`src/rtl/wfpuf_pkg.sv`:
```
package wfpuf_pkg;

    typedef enum logic [2:0] {
        PH_IDLE,
        PH_BG,
        PH_STRESS,
        PH_READ,
        PH_DONE
    } phase_e;

    typedef struct packed {
        logic en;
        logic we;
        logic wl;
        logic wdata;
    } mem_cmd_t;

    function automatic int unsigned tap_cycles(input int unsigned tap,
                                               input int unsigned base,
                                               input int unsigned step);
        return base + tap * step;
    endfunction

    function automatic logic is_write_phase(input phase_e ph);
        return (ph == PH_BG) || (ph == PH_STRESS);
    endfunction

endpackage

```
`src/rtl/wfpuf_pulse_gen.sv`:
```
module wfpuf_pulse_gen #(
    parameter int LEN_W = 6
) (
    input  logic             clk,
    input  logic             rst,
    input  logic             go,
    input  logic [LEN_W-1:0] len,
    output logic             wl,
    output logic             busy
);
    logic [LEN_W-1:0] remain;

    always_ff @(posedge clk) begin
        if (rst) begin
            remain <= '0;
        end else if (go && remain == '0) begin
            remain <= len;
        end else if (remain != '0) begin
            remain <= remain - 1'b1;
        end
    end

    assign wl   = (remain != '0);
    assign busy = wl;


    pulse_len_chk: assert property (@(posedge clk) disable iff (rst)
        go |-> (len != '0));


    go_idle_chk: assert property (@(posedge clk) disable iff (rst)
        go |-> !wl);

endmodule

```
`src/rtl/wfpuf_packer.sv`:
```
module wfpuf_packer #(
    parameter int N_CELLS = 128,
    parameter int IDX_W   = 7,
    parameter int CNT_W   = 8
) (
    input  logic               clk,
    input  logic               rst,
    input  logic               clr,
    input  logic               cap_vld,
    input  logic [IDX_W-1:0]   cap_idx,
    input  logic               cap_bit,
    input  logic [N_CELLS-1:0] mask,
    output logic [N_CELLS-1:0] resp,
    output logic [CNT_W-1:0]   count
);
    logic keep;

    assign keep = cap_vld && mask[cap_idx];

    always_ff @(posedge clk) begin
        if (rst || clr) begin
            resp  <= '0;
            count <= '0;
        end else if (keep) begin
            resp[count[IDX_W-1:0]] <= cap_bit;
            count                  <= count + 1'b1;
        end
    end


    count_bound_chk: assert property (@(posedge clk) disable iff (rst)
        count <= CNT_W'(N_CELLS));


    skip_masked_chk: assert property (@(posedge clk) disable iff (rst)
        (cap_vld && !mask[cap_idx] && !clr) |=> $stable(count));

endmodule

```
`src/rtl/wfpuf_ctrl.sv`:
```
module wfpuf_ctrl
    import wfpuf_pkg::*;
#(
    parameter int N_CELLS = 128,
    parameter int IDX_W   = 7
) (
    input  logic             clk,
    input  logic             rst,
    input  logic             start,
    input  logic             sel_ok,
    input  logic             pg_busy,
    output phase_e           phase,
    output logic [IDX_W-1:0] cell_idx,
    output logic             load,
    output logic             pg_go,
    output logic             rd_en,
    output logic             cap_vld,
    output logic [IDX_W-1:0] cap_idx,
    output logic             sel_err,
    output logic             resp_valid
);
    localparam logic [IDX_W-1:0] LAST = IDX_W'(N_CELLS - 1);

    logic launched;
    logic rd_done;
    logic cell_fin;

    assign load       = (phase == PH_IDLE) && start && sel_ok;
    assign pg_go      = is_write_phase(phase) && !launched && !pg_busy;
    assign cell_fin   = is_write_phase(phase) && launched && !pg_busy;
    assign rd_en      = (phase == PH_READ) && !rd_done;
    assign resp_valid = (phase == PH_DONE);

    always_ff @(posedge clk) begin
        if (rst) begin
            phase    <= PH_IDLE;
            cell_idx <= '0;
            launched <= 1'b0;
            rd_done  <= 1'b0;
            cap_vld  <= 1'b0;
            cap_idx  <= '0;
            sel_err  <= 1'b0;
        end else begin
            sel_err <= (phase == PH_IDLE) && start && !sel_ok;
            cap_vld <= rd_en;
            cap_idx <= cell_idx;
            case (phase)
                PH_IDLE: begin
                    if (load) begin
                        phase    <= PH_BG;
                        cell_idx <= '0;
                        launched <= 1'b0;
                        rd_done  <= 1'b0;
                    end
                end
                PH_BG, PH_STRESS: begin
                    if (pg_go) begin
                        launched <= 1'b1;
                    end else if (cell_fin) begin
                        launched <= 1'b0;
                        if (cell_idx == LAST) begin
                            cell_idx <= '0;
                            phase    <= (phase == PH_BG) ? PH_STRESS : PH_READ;
                        end else begin
                            cell_idx <= cell_idx + 1'b1;
                        end
                    end
                end
                PH_READ: begin
                    if (rd_en) begin
                        if (cell_idx == LAST) rd_done <= 1'b1;
                        else                  cell_idx <= cell_idx + 1'b1;
                    end
                    if (cap_vld && cap_idx == LAST) phase <= PH_DONE;
                end
                PH_DONE: begin
                    phase   <= PH_IDLE;
                    rd_done <= 1'b0;
                end
                default: phase <= PH_IDLE;
            endcase
        end
    end


    done_once_chk: assert property (@(posedge clk) disable iff (rst)
        resp_valid |=> !resp_valid);


    err_idle_chk: assert property (@(posedge clk) disable iff (rst)
        sel_err |-> (phase == PH_IDLE));


    read_after_write_chk: assert property (@(posedge clk) disable iff (rst)
        (phase == PH_READ) |-> !pg_busy);

endmodule

```
`src/rtl/wfpuf_seq.sv`:
```
module wfpuf_seq
    import wfpuf_pkg::*;
#(
    parameter int N_CELLS  = 128,
    parameter int ADDR_W   = 10,
    parameter int N_TAPS   = 3,
    parameter int TAP_BASE = 2,
    parameter int TAP_STEP = 2,
    parameter int FULL_WL  = 10,
    parameter int LEN_W    = 6,
    localparam int SEL_W   = (N_TAPS > 1) ? $clog2(N_TAPS) : 1,
    localparam int IDX_W   = (N_CELLS > 1) ? $clog2(N_CELLS) : 1,
    localparam int CNT_W   = $clog2(N_CELLS + 1)
) (
    input  logic                      clk,
    input  logic                      rst,
    input  logic                      start,
    input  logic [N_CELLS*ADDR_W-1:0] chal_addrs,
    input  logic [N_CELLS-1:0]        chal_mask,
    input  logic                      chal_k,
    input  logic [SEL_W-1:0]          chal_sel,
    output logic                      mem_en,
    output logic                      mem_we,
    output logic                      mem_wl,
    output logic [ADDR_W-1:0]         mem_addr,
    output logic                      mem_wdata,
    input  logic                      mem_rdata,
    output logic [N_CELLS-1:0]        resp_bits,
    output logic [CNT_W-1:0]          resp_count,
    output logic                      resp_valid,
    output logic                      sel_err
);
    localparam int TBL_N = 2 ** SEL_W;

    logic [ADDR_W-1:0]  addr_q [N_CELLS];
    logic [N_CELLS-1:0] mask_q;
    logic               k_q;
    logic [SEL_W-1:0]   sel_q;

    logic [LEN_W-1:0]   tap_tbl [TBL_N];
    logic [LEN_W-1:0]   pulse_len;
    logic               sel_ok;

    phase_e             phase;
    logic [IDX_W-1:0]   cell_idx;
    logic               load;
    logic               pg_go;
    logic               pg_wl;
    logic               pg_busy;
    logic               rd_en;
    logic               cap_vld;
    logic [IDX_W-1:0]   cap_idx;
    logic               cap_bit;
    mem_cmd_t           cmd;

    for (genvar t = 0; t < TBL_N; t++) begin : g_tap
        if (t < N_TAPS) begin : g_live
            assign tap_tbl[t] = LEN_W'(tap_cycles(t, TAP_BASE, TAP_STEP));
        end else begin : g_pad
            assign tap_tbl[t] = LEN_W'(1);
        end
    end

    assign sel_ok    = ({1'b0, chal_sel} < (SEL_W + 1)'(N_TAPS));
    assign pulse_len = (phase == PH_STRESS) ? tap_tbl[sel_q] : LEN_W'(FULL_WL);

    always_ff @(posedge clk) begin
        if (rst) begin
            mask_q <= '0;
            k_q    <= 1'b0;
            sel_q  <= '0;
            for (int i = 0; i < N_CELLS; i++) addr_q[i] <= '0;
        end else if (load) begin
            mask_q <= chal_mask;
            k_q    <= chal_k;
            sel_q  <= chal_sel;
            for (int i = 0; i < N_CELLS; i++) addr_q[i] <= chal_addrs[i*ADDR_W +: ADDR_W];
        end
    end

    wfpuf_ctrl #(
        .N_CELLS (N_CELLS),
        .IDX_W   (IDX_W)
    ) u_ctrl (
        .clk        (clk),
        .rst        (rst),
        .start      (start),
        .sel_ok     (sel_ok),
        .pg_busy    (pg_busy),
        .phase      (phase),
        .cell_idx   (cell_idx),
        .load       (load),
        .pg_go      (pg_go),
        .rd_en      (rd_en),
        .cap_vld    (cap_vld),
        .cap_idx    (cap_idx),
        .sel_err    (sel_err),
        .resp_valid (resp_valid)
    );

    wfpuf_pulse_gen #(
        .LEN_W (LEN_W)
    ) u_pulse (
        .clk  (clk),
        .rst  (rst),
        .go   (pg_go),
        .len  (pulse_len),
        .wl   (pg_wl),
        .busy (pg_busy)
    );

    assign cap_bit = (mem_rdata == k_q);

    wfpuf_packer #(
        .N_CELLS (N_CELLS),
        .IDX_W   (IDX_W),
        .CNT_W   (CNT_W)
    ) u_pack (
        .clk     (clk),
        .rst     (rst),
        .clr     (load),
        .cap_vld (cap_vld),
        .cap_idx (cap_idx),
        .cap_bit (cap_bit),
        .mask    (mask_q),
        .resp    (resp_bits),
        .count   (resp_count)
    );

    always_comb begin
        cmd.we    = pg_wl && is_write_phase(phase);
        cmd.en    = cmd.we || rd_en;
        cmd.wl    = cmd.en;
        cmd.wdata = (phase == PH_STRESS) ? ~k_q : k_q;
    end

    assign mem_en    = cmd.en;
    assign mem_we    = cmd.we;
    assign mem_wl    = cmd.wl;
    assign mem_wdata = cmd.wdata;
    assign mem_addr  = addr_q[cell_idx];


    we_wl_chk: assert property (@(posedge clk) disable iff (rst)
        mem_we |-> (mem_wl && mem_en));


    chal_hold_chk: assert property (@(posedge clk) disable iff (rst)
        (phase == PH_BG || phase == PH_STRESS || phase == PH_READ)
        |=> ($stable(sel_q) && $stable(k_q) && $stable(mask_q)));


    addr_hold_chk: assert property (@(posedge clk) disable iff (rst)
        (mem_we && $past(mem_we)) |-> $stable(mem_addr));

endmodule

```
`config.mk`:
```
export PLATFORM = sky130hd
export DESIGN_NAME = wfpuf_seq
export DESIGN_NICKNAME = d
export VERILOG_FILES = /design/src/rtl/wfpuf_pkg.sv /design/src/rtl/wfpuf_pulse_gen.sv /design/src/rtl/wfpuf_packer.sv /design/src/rtl/wfpuf_ctrl.sv /design/src/rtl/wfpuf_seq.sv
export SDC_FILE = /design/constraint.sdc
export NUM_CORES = 2
export LEC_CHECK = 0
export ABC_AREA = 1
export BUFFER_PORTS_ARGS = -buffer_cell sky130_fd_sc_hd__buf_2
export CELL_PAD_IN_SITES_DETAIL_PLACEMENT = 1
export CELL_PAD_IN_SITES_GLOBAL_PLACEMENT = 2
export CORE_AREA = 2 2 605 607
export CTS_CLUSTER_SIZE = 28
export DETAILED_ROUTE_END_ITERATION = 10
export DIE_AREA = 0 0 607 609
export GPL_ROUTABILITY_DRIVEN = 0
export HOLD_SLACK_MARGIN = 0.15
export PLACE_DENSITY = 0.59
export SETUP_SLACK_MARGIN = 0.05
export SLEW_MARGIN = 20
export SYNTH_ARGS = -nofsm -noshare
export SYNTH_HDL_FRONTEND = slang
export SYNTH_SLANG_ARGS = --single-unit
```
`constraint.sdc`:
```
create_clock -name clk -period 51 [get_ports clk]
set_clock_uncertainty 0.1 [all_clocks]
set_input_delay 10.2 -clock clk [delete_from_list [all_inputs] [get_ports clk]]
set_output_delay 10.2 -clock clk [all_outputs]
set_load 0.05 [all_outputs]
```
==> run metrics <==
total DRC errors in the routed layout=0; hold wc startpoint=mask_q[28]; CORE AREA=0.3639 sq mm; max capacitance violation total=0; count of endpoints failing hold in the final timing report=0; number of antenna violations at the first check in global routing=137; run status=finished clean; width of the die=607 um; placed cell count=14530; pin count of the biggest net entering global routing=198; number of nets with antenna violations after detailed routing=0; number of cells traversed by the worst register-to-register path=16; cell count of the worst hold path=2; count of buffers from port buffering=1566; measured slew at the worst slew-check pin=1.267 ns; total cell area at the placement stage=0.08718 sq mm; total global-route track usage=21.52%; post-synthesis instance area=0.07448 sq mm; WS Path Type=reg2out; routed wire length per instance=27.57 um; TritonCTS sink count=1581; VDD IR-drop max=33.55 uV; count of H-tree levels built during CTS=4; Slew Limit Headroom=15.54%; Fill cells=43120; DR vias=66640; DRT iter0 DRCs=5499; achievable clock frequency=58.57 MHz; overflow left after global routing=0; share of the cycle needed by the critical path after routing=33.48%; number of vias per cell after detailed routing=4.454; Setup Buffers After CTS=0; beginning of the worst register-to-register path=u_ctrl.cap_idx[0]; Layout Area Growth over Synthesis=25.73%; synthesized instance count=8619; cts-stage hold buffer count=0; Clk pin slew, worst setup/hold paths=0.08 ns; Layout Cells excl Fill=14960; sequential share of the synthesized area=59.70%; Final Net Count=11350; Arr. time, crit path=6.77 ns; total half-perimeter wirelength after legalization and detailed placement=315500 um; unrepaired setup endpoints after global routing=false; number of distinct library cells after synthesis=35; syn_nets=10040; starting density of the core=20.47%; Clock Tree Buf Depth=4; worst min path class=reg2reg; Final Cell Area=0.09365 sq mm; Leakage=41.74 nW; final max-slew violation count=0; number of global-route vias before repair=69260; TritonCTS Buffers=202; share of layout cells above drive strength 1=19.96%; Synth warnings=0; fin crit period=17.07 ns; 1st-pass router iterations=6; setup TNS=0 ns; Row Count=222; root buffer selected by CTS=clkbuf_16; wire length reported by the detailed router=412400 um; most frequent standard cell in the layout excluding fill and tap cells=nor2_1; endpoint class of the critical path=output pin; critical path peak fanout=137; Setup-failing EPs final=0; kind of start point of the critical path=flop; global-route wire length before repair=557700 um; highest-count cells in the layout ignoring fill and taps=nor2_1 (2598), buf_2 (1565), inv_1 (1556); Synth Area per Inst=8.642 sq um; total power density per cell area=48.84 mW/mm^2; overall die height=609 um; Resized Gates After CTS=0; Die Footprint=0.3697 sq mm; latest clock arrival within the worst-skew pair=0.89 ns; count of boundary I/O pins=1567; TritonCTS clock tree=built; required time reported for the critical path endpoint=40.70 ns; number of synthesized register bits=1581
[stage by stage]
step	setup WS, ns	utilization, %	total power [mW]	hold WS, ns
after floorplan	3.269	-	2.664	0.3136
after global placement	34.53	23.89	3.185	0.3307
after detailed placement	35.01	23.96	3.217	0.3354
after CTS	33.99	25.66	4.633	0.3500
after global routing	33.70	25.72	4.783	0.3665
final	33.93	25.74	4.574	0.3487
[cells by family (layout without fill, tap and decap cells)]
logic type               count (synthesis)  after routing  synth area share, %
adder cells (fa/ha/maj)                  5              5              0.08399
XOR/XNOR                                11             11               0.1294
AO/OA/AOI/OAI                         1384           1384                10.39
AND/OR/NAND/NOR                       3499           3499                18.68
other                                    0             60                    0
flip-flops                            1581           1581                59.70
buffers and inverters                 2139           3606                11.03
[flip-flops by register name (all words and copies together) (netlist names), named ones only]
signal,cells
u_pulse.remain,6
sel_q,2
u_ctrl.cap_vld,1
u_ctrl.phase,3
u_ctrl.cell_idx,7
u_ctrl.sel_err,1
u_ctrl.cap_idx,7
u_ctrl.rd_done,1
k_q,1
mask_q,128
u_pack.resp,128
u_pack.count,8
u_ctrl.launched,1
addr_q,1280
[worst max-delay path: stages (launching register included)]
cell and delay (ns):
dfxtp_4 0.53, inv_8 0.55, buf_12 0.39, buf_4 0.70, buf_4 0.69, o21ai_0 0.16, o22ai_1 0.17, nor2_1 0.10
o221ai_1 0.54, nand3_1 0.20, nand2_1 0.11, nand2_1 0.06, nand2_1 0.49, buf_2 0.38
[cells in the mapped netlist (all sizes together)]
library cell,count,share of area (%)
o221ai,26,0.31
nand4,132,1.1
or2,24,0.20
nor3,14,0.094
xnor2,2,0.024
ha,5,0.084
o211ai,86,0.87
dfxtp,301,8.1
nand2,453,2.3
buf,125,0.88
and3,1,0.0084
a21oi,42,0.28
nor4,1,0.0084
clkbuf,446,2.2
a21boi,2,0.020
o22ai,320,2.7
inv,1565,7.9
a311oi,1,0.012
o41ai,1,0.012
o21bai,31,0.31
o21ai,874,5.9
nand3,275,1.9
a211oi,1,0.010
nor2,2599,13
clkinv,3,0.015
xor2,9,0.11
edfxtp,1280,52
[power by group]
part	internal [mW]	switching, mW	total [mW]	leakage (nW)
registers	1.62	0.0677	1.68	16.0
clock network	0.788	0.608	1.40	3.00
logic	0.336	1.16	1.50	22.7
total	2.74	1.83	4.57	41.7
[worst paths after layout]
| kind | slack (ns) | endpoint |
|---|---|---|
| setup / recovery | 33.93 | mem_addr[1] |
| hold / removal | 0.35 | mask_q[28] |
| setup reg to reg | 45.54 | u_pack.resp[102] |
| hold reg to reg | 0.35 | mask_q[28] |
[cell type report]
cell class	count	area [sq um]	area share (%)
Multi-Input combinational cell	4899	21980	23.47
Tap cell	4816	6026	6.434
Antenna cell	60	150.1	0.1603
Timing Repair Buffer	1677	8891	9.494
Clock inverter	89	706.9	0.7549
Inverter	1568	5923	6.325
Clock buffer	272	5490	5.863
Sequential cell	1581	44480	47.50
[routing by layer]
layer | vias up | wire (um) | track usage (%)
met5 | - | 257 | 0
met4 | 42 | 14950 | 7.632
met3 | 534 | 21440 | 2.880
met2 | 2250 | 197300 | 36.08
met1 | 33430 | 178500 | 28.19
li1 | 30390 | - | -
No activity file was read; power rests on OpenSTA's default activity.
